==> src/rtl/rxcr_pkg.sv <==
package rxcr_pkg;

    typedef enum logic [3:0] {
        ST_IDLE,
        ST_GUARD,
        ST_MODE_SETTLE,
        ST_PLL_PULSE,
        ST_RD_REQ,
        ST_RD_WAIT,
        ST_CLR_REQ,
        ST_CLR_WAIT,
        ST_LOCK_WAIT,
        ST_RDONE_WAIT,
        ST_RST_REQ,
        ST_RST_WAIT,
        ST_FINISHED
    } seq_state_e;

    // Convert a time in ns to clock cycles, rounding up, never below one.
    function automatic int unsigned ns_to_cycles(input int unsigned ns, input int unsigned mhz);
        int unsigned c;
        c = (ns * mhz + 999) / 1000;
        return (c == 0) ? 1 : c;
    endfunction

    function automatic int unsigned max3(input int unsigned a, input int unsigned b,
                                         input int unsigned c);
        int unsigned m;
        m = (a > b) ? a : b;
        return (m > c) ? m : c;
    endfunction

endpackage

==> src/rtl/rxcr_wait_timer.sv <==
module rxcr_wait_timer #(
    parameter int unsigned TW = 8
) (
    input  logic          clk,
    input  logic          rst_n,
    input  logic          load,
    input  logic [TW-1:0] load_val,
    output logic          expired
);

    logic [TW-1:0] cnt_q;

    always_ff @(posedge clk) begin
        if (!rst_n) begin
            cnt_q <= '0;
        end else if (load) begin
            cnt_q <= load_val;
        end else if (cnt_q != '0) begin
            cnt_q <= cnt_q - 1'b1;
        end
    end

    assign expired = (cnt_q == '0);

endmodule

==> src/rtl/rxcr_cfg_port.sv <==
module rxcr_cfg_port #(
    parameter int unsigned    AW   = 9,
    parameter int unsigned    DW   = 16,
    parameter logic [AW-1:0]  ADDR = 9'h011
) (
    input  logic          clk,
    input  logic          rst_n,
    input  logic          req,
    input  logic          req_we,
    input  logic [DW-1:0] req_wdata,
    output logic [AW-1:0] cp_addr,
    output logic [DW-1:0] cp_wdata,
    output logic          cp_en,
    output logic          cp_we,
    input  logic          cp_rdy,
    input  logic [DW-1:0] cp_rdata,
    output logic          ack,
    output logic [DW-1:0] ack_data,
    output logic          busy
);

    logic          en_q;
    logic          busy_q;
    logic          we_q;
    logic [DW-1:0] wdata_q;

    always_ff @(posedge clk) begin
        if (!rst_n) begin
            en_q    <= 1'b0;
            busy_q  <= 1'b0;
            we_q    <= 1'b0;
            wdata_q <= '0;
        end else begin
            en_q <= 1'b0;
            if (req && !busy_q) begin
                en_q    <= 1'b1;
                busy_q  <= 1'b1;
                we_q    <= req_we;
                wdata_q <= req_wdata;
            end else if (busy_q && cp_rdy) begin
                busy_q <= 1'b0;
            end
        end
    end

    assign cp_addr  = ADDR;
    assign cp_wdata = wdata_q;
    assign cp_en    = en_q;
    assign cp_we    = we_q & en_q;
    assign ack      = busy_q & cp_rdy;
    assign ack_data = cp_rdata;
    assign busy     = busy_q;

endmodule

==> src/rtl/rx_cfg_reset_seq.sv <==
module rx_cfg_reset_seq #(
    parameter int unsigned   CLK_MHZ       = 100,
    parameter int unsigned   GUARD_NS      = 500,
    parameter int unsigned   SETTLE_NS     = 400,
    parameter int unsigned   PLL_PULSE_CYC = 4,
    parameter int unsigned   AW            = 9,
    parameter int unsigned   DW            = 16,
    parameter logic [AW-1:0] REG_ADDR      = 9'h011,
    parameter int unsigned   BIT_IDX       = 11
) (
    input  logic          clk,
    input  logic          rst_n,
    input  logic          cfg_done,
    input  logic          boot_single_mode,
    output logic          reset_mode_sel,
    output logic          pll_rst,
    input  logic          pll_locked,
    output logic          rx_master_rst,
    input  logic          rx_rst_done,
    output logic [AW-1:0] cp_addr,
    output logic [DW-1:0] cp_wdata,
    input  logic [DW-1:0] cp_rdata,
    output logic          cp_en,
    output logic          cp_we,
    input  logic          cp_rdy,
    output logic          seq_done
);
    import rxcr_pkg::*;

    localparam int unsigned GUARD_CYC  = ns_to_cycles(GUARD_NS, CLK_MHZ);
    localparam int unsigned SETTLE_CYC = ns_to_cycles(SETTLE_NS, CLK_MHZ);
    localparam int unsigned PULSE_CYC  = (PLL_PULSE_CYC == 0) ? 1 : PLL_PULSE_CYC;
    localparam int unsigned MAX_CYC    = max3(GUARD_CYC, SETTLE_CYC, PULSE_CYC);
    localparam int unsigned TW         = $clog2(MAX_CYC + 1);
    localparam logic [DW-1:0] BIT_MASK = DW'(1) << BIT_IDX;

    seq_state_e    state_q, state_d;
    logic [DW-1:0] saved_q;
    logic          switched_q;

    logic          tmr_load;
    logic [TW-1:0] tmr_val;
    logic          tmr_exp;

    logic          req, req_we;
    logic [DW-1:0] req_wdata;
    logic          ack;
    logic [DW-1:0] ack_data;
    logic          cp_busy;

    rxcr_wait_timer #(.TW(TW)) u_timer (
        .clk      (clk),
        .rst_n    (rst_n),
        .load     (tmr_load),
        .load_val (tmr_val),
        .expired  (tmr_exp)
    );

    rxcr_cfg_port #(.AW(AW), .DW(DW), .ADDR(REG_ADDR)) u_port (
        .clk       (clk),
        .rst_n     (rst_n),
        .req       (req),
        .req_we    (req_we),
        .req_wdata (req_wdata),
        .cp_addr   (cp_addr),
        .cp_wdata  (cp_wdata),
        .cp_en     (cp_en),
        .cp_we     (cp_we),
        .cp_rdy    (cp_rdy),
        .cp_rdata  (cp_rdata),
        .ack       (ack),
        .ack_data  (ack_data),
        .busy      (cp_busy)
    );

    // State register with the two pieces of state the sequence carries.
    always_ff @(posedge clk) begin
        if (!rst_n) begin
            state_q    <= ST_IDLE;
            saved_q    <= '0;
            switched_q <= 1'b0;
        end else begin
            state_q <= state_d;
            if (state_q == ST_RD_WAIT && ack) begin
                saved_q <= ack_data;
            end
            if (state_q == ST_GUARD && tmr_exp && boot_single_mode) begin
                switched_q <= 1'b1;
            end
        end
    end

    // Next state and timer loading.
    always_comb begin
        state_d  = state_q;
        tmr_load = 1'b0;
        tmr_val  = '0;
        unique case (state_q)
            ST_IDLE: begin
                if (cfg_done) begin
                    state_d  = ST_GUARD;
                    tmr_load = 1'b1;
                    tmr_val  = TW'(GUARD_CYC - 1);
                end
            end
            ST_GUARD: begin
                if (tmr_exp) begin
                    tmr_load = 1'b1;
                    if (boot_single_mode) begin
                        state_d = ST_MODE_SETTLE;
                        tmr_val = TW'(SETTLE_CYC - 1);
                    end else begin
                        state_d = ST_PLL_PULSE;
                        tmr_val = TW'(PULSE_CYC - 1);
                    end
                end
            end
            ST_MODE_SETTLE: begin
                if (tmr_exp) begin
                    state_d  = ST_PLL_PULSE;
                    tmr_load = 1'b1;
                    tmr_val  = TW'(PULSE_CYC - 1);
                end
            end
            ST_PLL_PULSE:  if (tmr_exp)     state_d = ST_RD_REQ;
            ST_RD_REQ:                      state_d = ST_RD_WAIT;
            ST_RD_WAIT:    if (ack)         state_d = ST_CLR_REQ;
            ST_CLR_REQ:                     state_d = ST_CLR_WAIT;
            ST_CLR_WAIT:   if (ack)         state_d = ST_LOCK_WAIT;
            ST_LOCK_WAIT:  if (pll_locked)  state_d = ST_RDONE_WAIT;
            ST_RDONE_WAIT: if (rx_rst_done) state_d = ST_RST_REQ;
            ST_RST_REQ:                     state_d = ST_RST_WAIT;
            ST_RST_WAIT:   if (ack)         state_d = ST_FINISHED;
            ST_FINISHED:                    state_d = ST_FINISHED;
            default:                        state_d = ST_IDLE;
        endcase
    end

    // Outputs decoded from state.
    always_comb begin
        pll_rst        = 1'b0;
        rx_master_rst  = 1'b0;
        req            = 1'b0;
        req_we         = 1'b0;
        req_wdata      = saved_q;
        seq_done       = 1'b0;
        reset_mode_sel = boot_single_mode & ~switched_q;
        unique case (state_q)
            ST_PLL_PULSE: begin
                pll_rst       = 1'b1;
                rx_master_rst = 1'b1;
            end
            ST_RD_REQ: begin
                rx_master_rst = 1'b1;
                req           = 1'b1;
            end
            ST_CLR_REQ: begin
                rx_master_rst = 1'b1;
                req           = 1'b1;
                req_we        = 1'b1;
                req_wdata     = saved_q & ~BIT_MASK;
            end
            ST_RD_WAIT, ST_CLR_WAIT, ST_LOCK_WAIT: begin
                rx_master_rst = 1'b1;
            end
            ST_RST_REQ: begin
                req    = 1'b1;
                req_we = 1'b1;
            end
            ST_FINISHED: begin
                seq_done = rx_rst_done;
            end
            default: begin
            end
        endcase
    end

endmodule

==> config.mk <==
export PLATFORM = sky130hd
export DESIGN_NAME = rx_cfg_reset_seq
export DESIGN_NICKNAME = d
export VERILOG_FILES = /design/src/rtl/rxcr_pkg.sv /design/src/rtl/rxcr_wait_timer.sv /design/src/rtl/rxcr_cfg_port.sv /design/src/rtl/rx_cfg_reset_seq.sv
export SDC_FILE = /design/constraint.sdc
export NUM_CORES = 1
export LEC_CHECK = 0
export CAP_MARGIN = 15
export CORE_ASPECT_RATIO = 2
export CORE_MARGIN = 2
export CORE_UTILIZATION = 48
export CTS_CLUSTER_DIAMETER = 50
export DETAILED_ROUTE_END_ITERATION = 8
export MAX_ROUTING_LAYER = met4
export PLACE_DENSITY = 0.79
export SKIP_CTS_REPAIR_TIMING = 1
export SLEW_MARGIN = 20
export SYNTH_ARGS = -nofsm -noshare
export SYNTH_HDL_FRONTEND = slang
export SYNTH_SLANG_ARGS = --single-unit
export TNS_END_PERCENT = 10
==> constraint.sdc <==
create_clock -name clk -period 1.9 [get_ports clk]
set_input_delay 0.19 -clock clk [delete_from_list [all_inputs] [get_ports clk]]
set_output_delay 0.19 -clock clk [all_outputs]
set_load 0.02 [all_outputs]
==> summary.md, run 1 <==
| Metric | Value |
|---|---|
| First-pass GRT wire length | approximately 7600 um |
| Core Util, Final | 61.79% |
| Number of distinct library cells after synthesis | 50 |
| Type of the tightest min-delay check | in -> reg |
| Drt via density | around 5.1 |
| IO Port Bufs | between 40 and 50 |
| Average size of a mapped cell | 8.075 um2 |
| Pwr Density | between 1000 and 1500 nW/um2 |
| Worst setup path category | reg -> reg |
| WL final | roughly 4600 um |
| Post-synthesis instance area | 2100 um2 |
| Leakage | just under 1 nW |
| Number of enable-type register cells in the synthesized netlist | 0 |
| Number of nets with antenna violations after detailed routing | 0 |
| Initial Utilization | 48.86% |
| Most used DFF post-synth | dfxtp_1 |
| DRC Markers | 0 |
| Maximum buffer depth of the clock tree | 2 |
| Max-slew violation total from the final report | 0 |
| Largest net degree at the start of global routing | between 40 and 50 |
| Global Route Usage Sum | between 20% and 30% |
| Maximum fanout along the worst path | 10 |
| Clock-pin slew on the worst setup and hold paths | around 90 ps |
| Clock tree from TritonCTS | done |
| Max_cap viols | 0 |
| Critical path launch point type | register |
| # fillers | just over 400 |
| Total of warnings raised by yosys | 0 |
| Die ar. | between 4000 and 5000 um2 |
| Remaining Overflow, GRT | 0 |
| Clock buffers created by TritonCTS | 5 |
| Most common library cell in the layout ignoring fill and taps | nand2_1 |
| Non-Filler Instances | ~360 |
| Setup repair after global routing missed its margin | no |
| Outcome | finished, final reports clean |
| Synthesized flop and latch total | between 40 and 50 |
| Slew margin rel. | 65.84% |
| Post-Place Cells | 348 |
| Ys async rst share | 0% |
| RePlAce Congestion | 0.8546 |
| Final period demand of the worst path | between 1500 and 2000 ps |
| Number of placed I/O pins | 54 |
| Detailed-placement wirelength estimate | 3356 um |
| Violation count after the first detailed-routing iteration | 14 |
| Area of the multi-input gates | roughly 1000 um2 |
| Critical path capture point type | register |
| Initial antenna violation count | 0 |
| Setup TNS after final layout | 0 ps |
| Worst IR drop on VDD | ~0.00085 V |
| Post-route clock period utilization | ~87% |
| Worst endpoint data arrival time | between 1500 and 2000 ps |
| CTS H-Tree Depth | 2 |
| Overall power after layout | ~2.7 mW |
| Worst endpoint required time | 2150 ps |
| Number of standard-cell rows in the floorplan | 34 |
| Number of hold violations in the final report | 0 |
| Count of final setup violators | 0 |
| Number of vias in the routed layout | between 1,500 and 2,000 |
| Setup clock skew after layout | 6.932 ps |
| Via count of the first global-routing pass | about 1,700 |
| Total inserted antenna cells | 0 |
| Root buf cell | clkbuf_8 |
| Most used cells in the layout excluding fill and tap cells | nand2_1, a21oi_1, dfxtp_1 |
| Fraction of the yosys area taken by sequential cells | 43.86% |
| Number of instances in the synthesized netlist | 260 |
| Post-detailed-route wirelength per cell | about 13 um |
| Core box area | ~4300 um2 |
| Maximum frequency from static timing analysis | 602.7 MHz |
| Slew at the pin with the worst max-slew slack | 512.3 ps |
| Clock latency on the worst-skew pair | 300 ps |
| Fraction of final layout cells sized beyond drive strength 1 | 9.603% |
| FF+latch area | 925.9 um2 |
| Clock sink count | 46 |
| Height of the die | 97.53 um |
| Width of the chip | between 50 and 60 um |
| Area growth, synth to finish | 26.46% |
| Final Net Count | between 300 and 400 |
| Number of search-and-repair iterations in the first detailed-routing pass | 4 |
==> area by class of cell <==
cell class                 count  share of cell area (%)
tap                           54                   2.545
sequential                    46                   34.87
multi-input combinational    191                   38.64
inverter                       4                  0.5655
timing repair buffer          53                   19.89
clock inverter                 3                  0.8954
clock buffer                   5                   2.592
==> flip-flops by register name, indices dropped and copies added, names as in the netlist <==
register / cells
switched_q: 1
saved_q: 16
u_port.we_q: 1
state_q: 4
u_port.cp_en: 1
u_port.cp_wdata: 16
u_port.busy: 1
u_timer.cnt_q: 6
==> worst max-delay path, cell delays in order, from the launching register on <==
cell	delay, ps
dfxtp_2	400
buf_4	190
and3b_1	230
o21ai_1	130
or4_1	500
a21oi_1	150
==> synthesized netlist by cell type (all sizes together), types with 2 or more instances <==
master   n  area, um2
xor2     3      26.28
conb     2      7.510
or2      3      18.77
buf     20      141.4
o211ai   2      20.02
nand3    3      15.01
mux2i    2      20.02
inv      3      11.26
ha       2      25.02
a21oi   42      210.2
nand2   75      281.5
dfxtp   46      920.9
and2     2      12.51
nor3b    3      22.52
clkbuf   6      22.52
nor2    10      37.54
nand2b   3      26.27
o21ai    3      15.01
xnor2    3      26.28
nor3     4      25.02
==> power breakdown <==
group	switching, mW	total (mW)	leakage, nW	internal [mW]
logic	0.487	0.916	0.573	0.429
clock network	0.347	0.610	0.0408	0.263
registers	0.114	1.16	0.374	1.05
==> cells by family (layout without fill, tap and decap cells) <==
logic type / count (synthesis) / count (layout) / share of synthesized area, %
other: 2 / 9 / 0.3577
multiplexers: 3 / 3 / 1.490
AO/OA/AOI/OAI: 59 / 59 / 17.64
AND/OR/NAND/NOR: 112 / 112 / 24.43
buffers and inverters: 30 / 65 / 8.521
adder cells (fa/ha/maj): 2 / 2 / 1.192
XOR/XNOR: 6 / 6 / 2.503
flip-flops: 46 / 46 / 43.86
==> stage by stage <==
| step | setup WS (ps) | hold slack, ps | instance area, um2 |
|---|---|---|---|
| 2_1_floorplan | 327.6 | 326.0 | 2126 |
| 3_3_place_gp | 178.4 | 436.6 | 2550 |
| 3_5_place_dp | 151.5 | 447.1 | 2550 |
| 4_1_cts | -121.9 | 421.4 | 2643 |
| 5_1_grt | 171.8 | 448.8 | 2655 |
| 6_report | 240.9 | 424.1 | 2655 |
==> path summary, 6_finish.rpt <==
kind,startpoint,to,slack (ps),cells after the start
setup / recovery,state_q[3]$_SDFFE_PN0P_,u_port.we_q$_SDFFE_PN0P_,240,5
hold / removal,cp_rdata[6],saved_q[6]$_SDFFE_PN0P_,420,3
setup reg to reg,state_q[3]$_SDFFE_PN0P_,u_port.we_q$_SDFFE_PN0P_,240,5
hold reg to reg,saved_q[13]$_SDFFE_PN0P_,u_port.cp_wdata[13]$_SDFFE_PN0P_,460,2
==> routing by layer <==
| metal | vias to the layer above | routed length [um] | part of all wire [%] | track usage, % |
|---|---|---|---|---|
| met5 | - | 0 | 0 | - |
| met4 | 0 | 172 | 3.7 | 11.85 |
| met3 | 14 | 127 | 2.8 | 2.769 |
| met2 | 45 | 2580 | 56 | 37.75 |
| met1 | 833 | 1720 | 37 | 20.02 |
| li1 | 929 | - | - | - |
(Power assumes the default switching activity.)
==> inputs of run 2 (changes only) <==
REMOVE_ABC_BUFFERS = 1   (was default)
==> summary.md, run 2 (synthesis gave the netlist of run 1 again) <==
| Metric | Value |
|---|---|
| Number of nets with antenna violations after detailed routing | 0 (unchanged) |
| Critical path launch point type | register |
| Final design area excluding fillers | 2689 um2 (+1.3%) |
| Overall power after layout | 2.821 mW (+4.8%) |
| Most used cells in the layout excluding fill and tap cells | nand2_1, dfxtp_1, a21oi_1 |
| Post-detailed-route wirelength per cell | 12.71 um (-1.7%) |
| Drt via density | 5.117 (about the same) |
| Critical path capture point type | register |
| DRC Markers | 0 (unchanged) |
| Height of the die | 97.53 um (unchanged) |
| Final period demand of the worst path | 1664 ps (+4.704 ps) |
| Max-slew violation total from the final report | 0 (unchanged) |
| Number of placed I/O pins | 54 (unchanged) |
| Area growth, synth to finish | 28.07% |
| Cell count of the worst hold path | 3 (unchanged) |
| Number of search-and-repair iterations in the first detailed-routing pass | 4 (unchanged) |
| Stages on worst setup path | 5 (unchanged) |
| Setup repair after global routing missed its margin | no |
| Initial Utilization | 48.86% (unchanged) |
| Global Route Usage Sum | 20.75% (-0.025 points) |
| Number of buffer and inverter instances along the worst setup path | 1 (unchanged) |
| Outcome | finished, final reports clean |
| Number of standard-cell rows in the floorplan | 34 (unchanged) |
| Non-Filler Instances | 359 (+0.84%) |
| Leakage | 1.013 nW (+2.6%) |
| Worst setup slack after placement | 134.4 ps (-17.10 ps) |
| Core box area | 4297 um2 (unchanged) |
| Number of vias in the routed layout | 1,837 (+0.88%) |
| Initial antenna violation count | 0 (unchanged) |
| Clock tree from TritonCTS | done |
| Detailed-placement wirelength estimate | 3392 um (+1.1%) |
| Final Net Count | 329 (+0.92%) |
| Slew margin rel. | 64.63% (-1.2 points) |
| Most common library cell in the layout ignoring fill and taps | nand2_1 |
| Pwr Density | 1049 nW/um2 (+3.5%) |
| Violation count after the first detailed-routing iteration | 42 (+28) |
| Count of cells along the worst register-to-register path | 5 (unchanged) |
| Slew at the pin with the worst max-slew slack | 530.5 ps (+18.14 ps) |
| Setup TNS after final layout | 0 ps (unchanged) |
| Clock buffers created by TritonCTS | 5 (unchanged) |
| Family of cells with the greatest summed delay on the critical path | simple AND/OR/NAND/NOR gates |
| Clock-pin slew on the worst setup and hold paths | 90 ps (about the same) |
| Remaining Overflow, GRT | 0 (unchanged) |
| Count of final setup violators | 0 (unchanged) |
| CTS H-Tree Depth | 2 (unchanged) |
| Maximum fanout along the worst path | 16 (+6) |
| Worst setup path category | reg -> reg |
| Setup clock skew after layout | 7.960 ps (+1.028 ps) |
| Type of the tightest min-delay check | in -> reg |
| Via count of the first global-routing pass | 1,776 (+2.0%) |
| First-pass GRT wire length | 7728 um (+1.6%) |
| Slowest stage cell, crit path | or3_1 |
| Post-DP Area | 2560 um2 (+0.39%) |
| IO Port Bufs | 44 (unchanged) |
| Worst endpoint required time | 2100 ps (-50 ps) |
| Worst endpoint data arrival time | 1860 ps (-40 ps) |
| Core Util, Final | 62.58% (+0.79 points) |
| Clock sink count | 46 (unchanged) |
| Fin Hold WS | 418.8 ps (-5.250 ps) |
| Total inserted antenna cells | 0 (unchanged) |
| RePlAce Congestion | 0.8839 (+3.4%) |
| Clock latency on the worst-skew pair | 310 ps (about the same) |
| Die ar. | 4951 um2 (unchanged) |
| Fraction of final layout cells sized beyond drive strength 1 | 10.16% (+0.56 points) |
| WL final | 4562 um (-0.87%) |
| Width of the chip | 50.77 um (unchanged) |
| Maximum frequency from static timing analysis | 601.0 MHz (-0.28%) |
| Number of hold violations in the final report | 0 (unchanged) |
| Post-Place Cells | 351 (+0.86%) |
| Worst IR drop on VDD | 0.0007506 V (-12%) |
| Maximum buffer depth of the clock tree | 2 (unchanged) |
| Max_cap viols | 0 (unchanged) |
| Delay of the slowest cell on the worst path | 590 ps (+90 ps) |
| Largest net degree at the start of global routing | 27 (-34%) |
| Setup slack of the critical path after layout | 236.2 ps (-4.704 ps) |
| Root buf cell | clkbuf_8 |
| Ordered list of cells on the worst path | buf_4 > nand2b_4 > or3_1 > nand2_1 > a21oi_1 |
| Post-route clock period utilization | 87.57% (+0.25 points) |
==> run 2: cell types whose count changed in the layout (fill, tap and decap cells not counted), sizes merged <==
| cell | change |
|---|---|
| bufinv | +1 |
| buf | +3 |
| clkinvlp | -1 |
==> run 2: worst register-to-register path: cells and delay by family (launching register included) <==
family	cells	cell delay [ps]
AO/OA/AOI/OAI	1	70
AND/OR/NAND/NOR	3	920
flip-flops	1	370
buffers and inverters	1	200
==> run 2: path summary, 6_finish.rpt <==
kind | slack [ps] | start | endpoint
worst max-delay path | 240 | state_q[3]$_SDFFE_PN0P_ | saved_q[7]$_SDFFE_PN0P_
worst min-delay path | 420 | cp_rdata[4] | saved_q[4]$_SDFFE_PN0P_
worst max register to register | 240 | state_q[3]$_SDFFE_PN0P_ | saved_q[7]$_SDFFE_PN0P_
worst min register to register | 450 | u_port.we_q$_SDFFE_PN0P_ | u_port.we_q$_SDFFE_PN0P_
==> run 2: where the power goes <==
part	internal (mW)	total, mW	switching, mW
registers	1.05	1.17	0.122
clock network	0.400	0.752	0.352
logic	0.430	0.895	0.465
total	1.88	2.82	0.939
==> run 2: cell type report <==
type / instances / area (um2)
inverters: 4 / 15.01
flip-flops and latches: 46 / 924.6
multi-input cells: 191 / 1026
clock buffers: 5 / 68.82
well taps: 54 / 67.56
fillers: 397 / 1608
clock inverters: 3 / 48.80
repair buffers: 56 / 538.0
==> run 2: metal layers <==
layer / part of all wire (%) / GRT usage (%)
met1: 37 / 21.22
met2: 56 / 35.32
met3: 3.7 / 3.846
met4: 3.3 / 12.68
met5: 0 / -
==> inputs of run 3 (changes only) <==
GPL_TIMING_DRIVEN = 1   (was default)
PLACE_DENSITY = 0.82   (was 0.79)
==> summary.md, run 3 (synthesis gave the netlist of run 1 again) <==
| Metric | Value |
|---|---|
| Outcome | finished, final reports clean |
| # fillers | 383 (-3.5%) |
| Total inserted antenna cells | 0 (unchanged) |
| Met2 Usage GRT | 35.93% (+0.61 points) |
| Die ar. | 4951 um2 (unchanged) |
| Setup clock skew after layout | 4.162 ps (-3.797 ps) |
| Overall power after layout | 2.717 mW (-3.7%) |
| Most used cells in the layout excluding fill and tap cells | nand2_1, clkdlybuf4s50_1, a21oi_1, dfxtp_1, buf_4 |
| Relative contribution of combinational cells to total power | 33.7% (+2.0 points) |
| Pint | 1.788 mW (-5.0%) |
| Post-Place Cells | 350 (-0.28%) |
| Largest net degree at the start of global routing | 22 (-19%) |
| Area of the multi-input gates | 1026 um2 (unchanged) |
| Final Net Count | 328 (-0.30%) |
| Post-route clock period utilization | 96.60% (+9.0 points) |
| Leakage | 0.9637 nW (-4.9%) |
| Post-detailed-route wirelength per cell | 12.77 um (+0.50%) |
| Final period demand of the worst path | 1835 ps (+171.6 ps) |
| Number of placed I/O pins | 54 (unchanged) |
| Number of vias in the routed layout | 1,821 (-0.87%) |
| Setup slack of the critical path after layout | 64.53 ps (-171.6 ps) |
| Clock Power Share | 23.0% (-3.7 points) |
| Worst endpoint required time | 1710 ps (-390 ps) |
| Max_cap viols | 0 (unchanged) |
| FF+latch area | 928.4 um2 (+0.41%) |
| Critical path launch point type | register |
| Maximum frequency from static timing analysis | 544.8 MHz (-9.4%) |
| Non-Filler Instances | 358 (-0.28%) |
| Power spent charging and discharging nets | 0.9287 mW (-1.1%) |
| M1 GR Usage | 21.46% (+0.25 points) |
| Critical path capture point type | output port |
| Initial Utilization | 48.86% (unchanged) |
| Pwr Density | 1022 nW/um2 (-2.5%) |
| Worst IR drop on VDD | 0.0008408 V (+12%) |
| DRC Markers | 0 (unchanged) |
| Height of the die | 97.53 um (unchanged) |
| Number of nets with antenna violations after detailed routing | 0 (unchanged) |
| Share of power burned in registers | 43.3% (+1.7 points) |
| Initial antenna violation count | 0 (unchanged) |
| Fraction of final layout cells sized beyond drive strength 1 | 9.868% (-0.30 points) |
| Setup repair after global routing missed its margin | no |
| Via count of the first global-routing pass | 1,714 (-3.5%) |
| Area growth, synth to finish | 26.58% |
| Max-slew violation total from the final report | 0 (unchanged) |
| Clock-pin slew on the worst setup and hold paths | 90 ps (about the same) |
| Violation count after the first detailed-routing iteration | 25 (-40%) |
| Type of the tightest min-delay check | in -> reg |
| Number of search-and-repair iterations in the first detailed-routing pass | 4 (unchanged) |
| Worst setup path startpoint | state_q[2]$_SDFFE_PN0P_ |
| IO Port Bufs | 44 (unchanged) |
| Met3 track demand over resource in global routing | 3.231% (-0.62 points) |
| Clock buffers created by TritonCTS | 5 (unchanged) |
| Worst setup path category | reg -> out |
| Root buf cell | clkbuf_8 |
| WL final | 4572 um (+0.22%) |
| Grt peak-use layer | met2 |
| Slew at the pin with the worst max-slew slack | 534.8 ps (+4.286 ps) |
| Number of hold violations in the final report | 0 (unchanged) |
| Capture point of the worst reg-to-reg path | u_port.cp_wdata[1]$_SDFFE_PN0P_ |
| Clock sink count | 46 (unchanged) |
| Slew margin rel. | 64.35% (-0.29 points) |
| Detailed-placement wirelength estimate | 3427 um (+1.0%) |
| First-pass GRT wire length | 7576 um (-2.0%) |
| Worst setup slack after placement | 160.2 ps (+25.73 ps) |
| Width of the chip | 50.77 um (unchanged) |
| Startpoint of the most critical register-to-register path | state_q[3]$_SDFFE_PN0P_ |
| Destination of the critical timing path | pll_rst |
| Core box area | 4297 um2 (unchanged) |
| Clock tree from TritonCTS | done |
| Clock latency on the worst-skew pair | 290 ps (-20 ps) |
| Count of cells along the worst register-to-register path | 5 (unchanged) |
| Maximum fanout along the worst path | 11 (-5) |
| Most common library cell in the layout ignoring fill and taps | nand2_1 |
| Number of standard-cell rows in the floorplan | 34 (unchanged) |
| RePlAce Congestion | 0.8987 (+1.7%) |
| Maximum buffer depth of the clock tree | 2 (unchanged) |
| Remaining Overflow, GRT | 0 (unchanged) |
| Worst endpoint data arrival time | 1650 ps (-210 ps) |
| Global Route Usage Sum | 20.17% (-0.59 points) |
| Drt via density | 5.087 (-0.59%) |
| Count of final setup violators | 0 (unchanged) |
| Switching share of power | 34.18% (+0.90 points) |
| Worst reg-to-reg setup slack | 300 ps (+60 ps) |
| CTS H-Tree Depth | 2 (unchanged) |
[run 3: cell types whose count changed in the layout (fill, tap and decap cells not counted)]
cell	change
clkbuf_8	+1
buf_4	-1
clkdlybuf4s50_1	+2
dlymetal6s2s_1	-2
bufinv_16	-1
inv_6	+1
dfxtp_1	-1
clkbuf_1	+1
clkinvlp_4	-1
dfxtp_4	+1
inv_8	-1
[run 3: power groups by stage]
stage          Sequential (mW)  Combinational (mW)  Clock, mW
2_1_floorplan             1.18               0.616          0
3_3_place_gp              1.18               0.902          0
3_5_place_dp              1.19               0.914          0
4_1_cts                   1.17               0.922      0.637
5_1_grt                   1.19                1.02      0.670
6_report                  1.18               0.916      0.624
[run 3: worst min path at each step]
stage,startpoint,endpoint,slack (ps),cells past startpoint
2_1_floorplan,cp_rdata[11],saved_q[11]$_SDFFE_PN0P_,330,2
3_3_place_gp,saved_q[1]$_SDFFE_PN0P_,u_port.cp_wdata[1]$_SDFFE_PN0P_,440,2
3_5_place_dp,u_port.we_q$_SDFFE_PN0P_,u_port.we_q$_SDFFE_PN0P_,440,2
4_1_cts,cp_rdata[8],saved_q[8]$_SDFFE_PN0P_,430,3
5_1_grt,cp_rdata[12],saved_q[12]$_SDFFE_PN0P_,440,3
6_report,cp_rdata[8],saved_q[8]$_SDFFE_PN0P_,430,3
[run 3: stage by stage]
stage	setup TNS, ps	instance area, um2	utilization [%]	hold WS, ps
6_report	0	2658	61.85	434.8
4_1_cts	-160.8	2648	61.62	425.3
3_3_place_gp	0	2552	59.41	437.5
2_1_floorplan	-20.45	1962	-	326.0
3_5_place_dp	0	2552	59.41	441.8
5_1_grt	0	2658	61.85	442.0
[run 3: final cells by class]
type	count	share of cell area, %
timing repair buffer	55	19.77
clock inverter	1	0.3296
multi-input combinational	191	38.61
sequential	46	34.93
inverter	4	0.5650
clock buffer	7	3.249
tap	54	2.542
[run 3: routing by layer]
metal | vias to the layer above | share of wire (%) | wire length (um)
li1 | 937 | - | -
met4 | 0 | 2.5 | 114
met1 | 835 | 38 | 1754
met3 | 9 | 2.7 | 122
met5 | - | 0 | 0
met2 | 40 | 56 | 2580
[run 3: worst max-delay path: stages (launching register included)]
cell and delay, ps:
dfxtp_2 390, or2_1 270, nor2_1 90, clkdlybuf4s50_1 600
